<file path="config.mk">
export PLATFORM = sky130hd
export DESIGN_NAME = priv_access_filter
export DESIGN_NICKNAME = d
export VERILOG_FILES = /design/src/rtl/privfilt_pkg.sv /design/src/rtl/pf_region_match.sv /design/src/rtl/pf_rights_check.sv /design/src/rtl/priv_access_filter.sv
export SDC_FILE = /design/constraint.sdc
export NUM_CORES = 1
export LEC_CHECK = 0
export CORE_AREA = 10 10 47 49
export DETAILED_ROUTE_END_ITERATION = 10
export DIE_AREA = 0 0 57 59
export DONT_BUFFER_PORTS = 1
export SYNTH_ARGS = -nofsm -noshare
export SYNTH_HDL_FRONTEND = slang
export SYNTH_SLANG_ARGS = --single-unit
</file>
<file path="constraint.sdc">
create_clock -name vclk -period 1.6
set_input_delay 0.4 -clock vclk [all_inputs]
set_output_delay 0.4 -clock vclk [all_outputs]
set_load 0.05 [all_outputs]
</file>
<file path="src/rtl/privfilt_pkg.sv">
package privfilt_pkg;

   typedef enum logic [1:0] {
      LVL_USER    = 2'd0,
      LVL_SUPER   = 2'd1,
      LVL_MACHINE = 2'd2
   } priv_lvl_e;

   // Bus mode code to an ordered privilege level; reserved 2'b10 ranks as user
   function automatic priv_lvl_e mode_to_level(input logic [1:0] mode);
      priv_lvl_e lvl;
      case (mode)
         2'b01:   lvl = LVL_SUPER;
         2'b11:   lvl = LVL_MACHINE;
         default: lvl = LVL_USER;
      endcase
      return lvl;
   endfunction

endpackage

</file>
<file path="src/rtl/pf_region_match.sv">
module pf_region_match #(
   parameter int unsigned        ADDR_W = 24,
   parameter logic [ADDR_W-1:0] BASE   = '0,
   parameter logic [ADDR_W-1:0] SIZE   = ADDR_W'(16)
) (
   input  logic [ADDR_W-1:0] addr,
   output logic              hit
);

   localparam logic [ADDR_W-1:0] ONE_A   = ADDR_W'(1);
   localparam logic [ADDR_W-1:0] LOW_MSK = SIZE - ONE_A;
   localparam logic [ADDR_W:0]   END_X   = {1'b0, BASE} + {1'b0, SIZE};
   localparam logic [ADDR_W:0]   SPACE   = {1'b1, {ADDR_W{1'b0}}};
   localparam bit                IS_POW2 = ((SIZE & LOW_MSK) == '0);
   localparam bit                ALIGNED = ((BASE & LOW_MSK) == '0);

   // elaboration-time parameter checks
   if (ADDR_W < 2) begin : g_bad_width
      $error("pf_region_match: ADDR_W must be at least 2");
   end
   if (SIZE == '0) begin : g_bad_size
      $error("pf_region_match: region size must be non-zero");
   end
   if (END_X > SPACE) begin : g_bad_end
      $error("pf_region_match: region runs past the top of the address space");
   end

   if (IS_POW2 && ALIGNED) begin : g_mask
      // aligned power-of-two window: compare only the upper address bits
      localparam logic [ADDR_W-1:0] HI_MSK = ~LOW_MSK;
      assign hit = ((addr & HI_MSK) == BASE);
   end else begin : g_range
      // arbitrary window: two magnitude compares on one extra bit
      logic [ADDR_W:0] addr_x;
      assign addr_x = {1'b0, addr};
      assign hit    = (addr_x >= {1'b0, BASE}) && (addr_x < END_X);
   end

endmodule

</file>
<file path="src/rtl/pf_rights_check.sv">
module pf_rights_check
   import privfilt_pkg::*;
#(
   parameter priv_lvl_e RD_NEED = LVL_USER,
   parameter priv_lvl_e WR_NEED = LVL_MACHINE
) (
   input  priv_lvl_e lvl,
   input  logic      hit,
   input  logic      rd,
   input  logic      wr,
   output logic      grant,
   output logic      refuse
);

   logic      active;
   priv_lvl_e need;
   logic      enough;

   // a cycle that carries both strobes is judged by write rights
   assign active = hit && (rd || wr);
   assign need   = wr ? WR_NEED : RD_NEED;
   assign enough = (lvl >= need);
   assign grant  = active && enough;
   assign refuse = active && !enough;

endmodule

</file>
<file path="src/rtl/priv_access_filter.sv">
module priv_access_filter
   import privfilt_pkg::*;
#(
   parameter int unsigned        ADDR_W      = 24,
   parameter logic [ADDR_W-1:0] RAM_BASE    = 24'hF00000,
   parameter logic [ADDR_W-1:0] RAM_SIZE    = 24'h00C000,
   parameter priv_lvl_e         RAM_RD_NEED = LVL_USER,
   parameter priv_lvl_e         RAM_WR_NEED = LVL_SUPER,
   parameter logic [ADDR_W-1:0] PWR_BASE    = 24'h800010,
   parameter logic [ADDR_W-1:0] PWR_SIZE    = 24'h000008,
   parameter priv_lvl_e         PWR_RD_NEED = LVL_MACHINE,
   parameter priv_lvl_e         PWR_WR_NEED = LVL_MACHINE
) (
   input  logic              clk,
   input  logic              rst_n,
   input  logic [ADDR_W-1:0] addr,
   input  logic              rd_stb,
   input  logic              wr_stb,
   input  logic [1:0]        priv_mode,
   output logic              ram_sel,
   output logic              pwr_sel,
   output logic              dev_we,
   output logic              bus_deny
);

   localparam int unsigned NREG = 2;
   localparam int unsigned IDX_RAM = 0;
   localparam int unsigned IDX_PWR = 1;

   localparam logic [ADDR_W:0] RAM_END = {1'b0, RAM_BASE} + {1'b0, RAM_SIZE};
   localparam logic [ADDR_W:0] PWR_END = {1'b0, PWR_BASE} + {1'b0, PWR_SIZE};
   localparam bit DISJOINT = (RAM_END <= {1'b0, PWR_BASE}) ||
                             (PWR_END <= {1'b0, RAM_BASE});

   if (!DISJOINT) begin : g_bad_overlap
      $error("priv_access_filter: guarded regions must not overlap");
   end

   localparam logic [ADDR_W-1:0] BASES [NREG] = '{RAM_BASE, PWR_BASE};
   localparam logic [ADDR_W-1:0] SIZES [NREG] = '{RAM_SIZE, PWR_SIZE};
   localparam priv_lvl_e RD_NEEDS [NREG] = '{RAM_RD_NEED, PWR_RD_NEED};
   localparam priv_lvl_e WR_NEEDS [NREG] = '{RAM_WR_NEED, PWR_WR_NEED};

   priv_lvl_e        lvl;
   logic [NREG-1:0]  hit;
   logic [NREG-1:0]  grant;
   logic [NREG-1:0]  refuse;

   assign lvl = mode_to_level(priv_mode);

   for (genvar g = 0; g < NREG; g++) begin : g_region
      pf_region_match #(
         .ADDR_W (ADDR_W),
         .BASE   (BASES[g]),
         .SIZE   (SIZES[g])
      ) u_match (
         .addr (addr),
         .hit  (hit[g])
      );

      pf_rights_check #(
         .RD_NEED (RD_NEEDS[g]),
         .WR_NEED (WR_NEEDS[g])
      ) u_rights (
         .lvl    (lvl),
         .hit    (hit[g]),
         .rd     (rd_stb),
         .wr     (wr_stb),
         .grant  (grant[g]),
         .refuse (refuse[g])
      );
   end

   assign ram_sel  = grant[IDX_RAM];
   assign pwr_sel  = grant[IDX_PWR];
   assign dev_we   = wr_stb && (|grant);
   assign bus_deny = |refuse;

   // ---------------- property checks ----------------
   AST_ONE_SELECT: assert property (@(posedge clk) disable iff (!rst_n)
      $onehot0({ram_sel, pwr_sel}));

   AST_DENY_QUIET: assert property (@(posedge clk) disable iff (!rst_n)
      bus_deny |-> !ram_sel && !pwr_sel && !dev_we);

   AST_WE_NEEDS_SEL: assert property (@(posedge clk) disable iff (!rst_n)
      dev_we |-> wr_stb && (ram_sel || pwr_sel));

   AST_IDLE_SILENT: assert property (@(posedge clk) disable iff (!rst_n)
      !(rd_stb || wr_stb) |-> !ram_sel && !pwr_sel && !dev_we && !bus_deny);

   AST_USER_RAM_RO: assert property (@(posedge clk) disable iff (!rst_n)
      (wr_stb && (priv_mode == 2'b00 || priv_mode == 2'b10)) |-> !ram_sel);

   AST_PWR_MACHINE: assert property (@(posedge clk) disable iff (!rst_n)
      pwr_sel |-> (priv_mode == 2'b11));

   AST_RAM_READ_OPEN: assert property (@(posedge clk) disable iff (!rst_n)
      (rd_stb && !wr_stb && hit[IDX_RAM]) |-> ram_sel && !bus_deny);

   AST_RESERVED_AS_USER: assert property (@(posedge clk) disable iff (!rst_n)
      (priv_mode == 2'b10) |-> (lvl == LVL_USER));

endmodule

</file>
### After elaboration in Yosys (flattened, before gate mapping)

Index checks and enable logic that the tools add are counted.

* add/subtract/negate cells: 0
* $mul: 0
* divide/modulo/power cells: 0
* order comparisons: 4
* eq/ne operators: 3
* shift-type cells: 0
* multiplexer cells: 2
* bitwise operators: 0
* reduce and logical (&&, ||, !) cells: 13

Operators by type and width (count)
* >= comparator 24 bit, second input constant: 1
* less-than comparator 24 bit, second input constant: 1
* == test 21 bit, second input constant: 1
* logical AND 1 bit: 8
* one-hot mux 2 bit (2 select lines): 1
* OR reduction 2 bit: 2
* == test 2 x 1 -> 1 bit, second input constant: 1
* == test 2 bit, second input constant: 1
* >= comparator 2 bit: 1
* >= comparator 2 bit, second input constant: 1
* logical NOT 1 bit: 2
* logical OR 1 bit: 1
* 2-to-1 mux 1 bit: 1

* register bits after elaboration: 0
* latch bits: 0
* RAM bits: 0
* ROM bits: 0
* input bits: 30
* output and inout port bits: 4
* memories kept: 0

### Depth between registers and ports, before layout

* depth after elaboration: 6
* depth in mapped cells: 4
* depth with buffers taken out: 4

### Cells and area by module

From an unflattened synthesis, not the netlist that was laid out.

* cell total of the unflattened synthesis: 25
* area total of the unflattened synthesis: 187.7 um^2

Modules (own cells, without submodules)
* pf_region_match at g_region[1].u_match: times used 1, cells an instance 8, area an instance 57.6 um^2, seq. area each 0.0 um^2
* pf_rights_check at g_region[0].u_rights: times used 1, cells an instance 6, area an instance 48.8 um^2, seq. area each 0.0 um^2
* pf_region_match at g_region[0].u_match: times used 1, cells an instance 3, area an instance 31.3 um^2, seq. area each 0.0 um^2
* priv_access_filter: times used 1, cells an instance 4, area an instance 30.0 um^2, seq. area each 0.0 um^2
* pf_rights_check at g_region[1].u_rights: times used 1, cells an instance 4, area an instance 20.0 um^2, seq. area each 0.0 um^2

### Worst setup path after synthesis

No wires, ideal clock.

* path type: input to output
* start point: in addr[16]
* end point: out dev_we
* arrival: 2107 ps
* path slack: -907 ps
* stages on the path: 4
* path buffers: 0
* cell sequence: nor4_2 -> o211ai_2 -> nor3_2 -> o21a_1

* word-level cells in the longest chain between the ends: 6
* elaborated cells on any way between the ends: 10

Ends and longest elaborated chain
* from (decl): line priv_access_filter.sv:16 `input logic [ADDR_W-1:0] addr,`
* >= comparator 24 bit or less-than comparator 24 bit (tied branches): line pf_region_match.sv:36 `assign hit = (addr_x >= {1'b0, BASE}) && (addr_x < END_X);`
* logical AND 1 bit (*): line pf_region_match.sv:36
* logical AND 1 bit (*): line pf_rights_check.sv:20 `assign active = hit && (rd || wr);`
* logical AND 1 bit (*): line pf_rights_check.sv:23 `assign grant = active && enough;`
* net ram_sel: line priv_access_filter.sv:20 `output logic ram_sel,`
* OR reduction 2 bit (*): line priv_access_filter.sv:76 `assign dev_we = wr_stb && (|grant);`
* logical AND 1 bit (*): line priv_access_filter.sv:76
* to (decl): line priv_access_filter.sv:22 `output logic dev_we,`

Mark *: on every way through the listed nets, which the timed path passes. The rest lies on a longest branch.

### Worst setup path after layout

* start point: in addr[5]
* end point: out bus_deny

* word-level cells in the longest chain between the ends: 5
* elaborated cells on any way between the ends: 9

Ends and longest elaborated chain
* >= comparator 24 bit or less-than comparator 24 bit (tied branches): line pf_region_match.sv:36
* logical AND 1 bit: line pf_region_match.sv:36
* logical AND 1 bit: line pf_rights_check.sv:20
* logical AND 1 bit: line pf_rights_check.sv:24 `assign refuse = active && !enough;`
* OR reduction 2 bit (*): line priv_access_filter.sv:77 `assign bus_deny = |refuse;`
* to (decl): line priv_access_filter.sv:23 `output logic bus_deny`

Every way passes the cells marked *; elsewhere a longest branch is shown, timed or not.

==> impl_summary.txt <==
----------------------------------------------------
[Status]
  Result of the run ... finished, violations left
  Violations in the final reports ... setup timing

[Global route]
  Routing usage on met3 ... 0.03863
  Busiest metal layer after global routing ... met2
  Wire length of the first global-routing pass ... 1.055 mm
  Overall fraction of global-route tracks in use ... 0.03835
  Met1 layer usage reported by global route ... 0.02827
  Residual overflow from global routing ... 0
  Largest net degree at the start of global routing ... 5
  Number of global-route vias before repair ... ~210
  Fraction of met2 tracks used by global routing ... 0.07287
  Initial antenna violation count ... 0

[Routing]
  Starting DRC count in detailed routing ... 0
  WL per Instance ... 21.46 um
  Detail-routed via count per cell ... 4.886
  Detailed-route via count ... 171
  WL final ... 751 um
  DR DRC count ... 0
  Antenna-violating nets left ... 0
  Detailed Routing Iterations Pass 1 ... 1

[STA]
  Final worst slack ... -0.1752 ns
  Portion of the clock cycle consumed by the worst path in the final layout ... 1.110
  RSZ-0062 raised after global routing ... true
  Final critical delay including setup and external delays ... around 1.8 ns
  Max transition margin ... 0.7813
  Slew @ Worst Pin ... 0.3274 ns
  Max-slew violation count ... 0
  Setup violators final ... 4
  Hold slack ... 0.9551 ns
  Total count of hold-check failures in the final report ... 0
  Achievable frequency ... roughly 0.56 GHz

[Cells and area]
  Share of layout cells above drive strength 1 ... 0.6842
  Count of filler cells inserted in the layout ... between 150 and 200
  Register Area ... 0 um2
  Area of combinational cells with multiple inputs ... 235.2 um2
  Count of inserted antenna diode cells ... 0
  Synth-to-layout area growth ... 119.0%
  Number of sequential cells ... 0
  Layout clock buffer count ... 0
  Non-filler cells in the finished layout ... 35
  Final layout net count ... between 50 and 60

[Die]
  Starting Density ... 0.08929
  Die Y ... 59 um
  Placeable core area ... approximately 1400 um2
  Cell Rows ... 14
  Die Footprint ... roughly 3400 um2
  Width of the die ... 57 um
  Number of ports placed on the die boundary ... 34

[CTS]
  Cts hold-fix bufs ... 0
  Setup repair bufs after CTS ... 0

[Critical path]
  Worst Path Max Fanout ... 2
  Worst setup path start ... addr[5]
  Nature of the critical path endpoint ... output port
  Data required time at the worst endpoint ... roughly 1.2 ns
  Worst setup SP type ... input pin
  Type of the worst setup path ... in2out
  Signal arrival time at the worst endpoint ... between 1 and 1.5 ns

[Yosys]
  Fraction of synthesized cell area taken by the top area cell type ... 0.1600
  Count of different cell masters after synthesis ... 12
  Number of nets produced by synthesis ... 47
  Synth top cells by count ... sky130_fd_sc_hd__nor4_1 (3), sky130_fd_sc_hd__nand2_1 (2), sky130_fd_sc_hd__nand4_1 (2), sky130_fd_sc_hd__nor3_2 (2)
  Avg Synthesized Cell Area ... ~7.4 um2
  Cells taking the most area after synthesis ... sky130_fd_sc_hd__nor3_2 (16%), sky130_fd_sc_hd__nor4_1 (15%), sky130_fd_sc_hd__nand4_1 (10%)
  Part of the Yosys area used for sequential elements ... 0
  Post-synthesis instance total ... 17
  Post-Synthesis Cell Area ... 125.1 um2
  Biggest area consumer among synthesized cells ... sky130_fd_sc_hd__nor3_2
  Most frequent cell after synthesis ... sky130_fd_sc_hd__nor4_1
  Number of warning messages in the yosys log ... 0

[Power]
  Total power consumption of the routed design ... about 0.000017 W
  Leakage component of the power ... 0.06806 nW
  Worst IR Drop VDD ... 0.00001113 V
  Power per cell area ... 60.29 nW/um2

[Placed design]
  GP Congestion ... 0.5643
  Placed cell count ... 35
  Count of input and output buffers ... 0

[Worst hold path]
  Path class of the lowest-slack min-delay path ... in2out
  Startpoint of the worst hold path ... wr_stb

[Flow run]
  Max cap viols ... 0

----------------------------------------------------
[kinds of logic (layout without fill, tap and decap cells)]
| family | count (synthesis) | in the layout | share of synthesized area |
|---|---|---|---|
| and+or+nand+nor | 13 | 13 | 0.7200 |
| AOI/OAI and AO/OA | 4 | 4 | 0.2801 |
| buffers and inverters | 0 | 2 | 0 |
[area by class of cell]
type	instances	share of cell area
Multi-Input combinational cell	17	0.8584
Tap cell	16	0.07306
Timing Repair Buffer	2	0.06849
[per-layer routing]
layer,part of all wire,up-vias
li1,-,77
met1,0.20,79
met2,0.57,15
met3,0.23,0
met4,0,0
met5,0,-
[repair_timing]
| item | 4_1_cts | 5_1_grt |
|---|---|---|
| gates resized for setup | 5 | 0 |
| pin swaps | 7 | 4 |
| endpoints found under the setup margin | 4 | 4 |
[worst paths after layout]
path  endpoint  slack (ns)  cells after the start
min     dev_we        0.96                      1
max   bus_deny       -0.18                      4
[cell usage in the layout, fill, tap and decap left out, drive strengths merged]
master  synthesis  final
nor4            4      4
a211oi          1      1
a21o            1      1
nor2            1      1
buf             0      2
nand4           2      2
nor4b           1      1
o211ai          1      1
nor3            2      2
o21a            1      1
nand2           2      2
nor2b           1      1
[power breakdown]
| group | total [W] | switching, W | internal (W) |
|---|---|---|---|
| Sequential | 0 | 0 | 0 |
| Clock | 0 | 0 | 0 |
| Combinational | 0.0000165 | 0.00000650 | 0.0000100 |
| Total | 0.0000165 | 0.00000650 | 0.0000100 |
[worst max-delay path, stage by stage]
cell and delay, ns:
sky130_fd_sc_hd__nor4b_4 0.25, sky130_fd_sc_hd__nand4_1 0.23, sky130_fd_sc_hd__a211oi_2 0.29, sky130_fd_sc_hd__a21o_4 0.21
[metrics by stage]
step / worst slack (ns) / TNS (ns) / utilization / cell area (um2)
3_3_place_gp: -0.2182 / -0.6796 / 0.1723 / 241.5
3_5_place_dp: -0.2365 / -0.7592 / 0.1723 / 241.5
5_1_grt: -0.2379 / -0.7700 / 0.1955 / 274.0
6_report: -0.1752 / -0.5302 / 0.1955 / 274.0
2_1_floorplan: -0.4651 / -0.9326 / - / 206.4
4_1_cts: -0.2215 / -0.6541 / 0.1955 / 274.0
(Power assumes the default switching activity.)
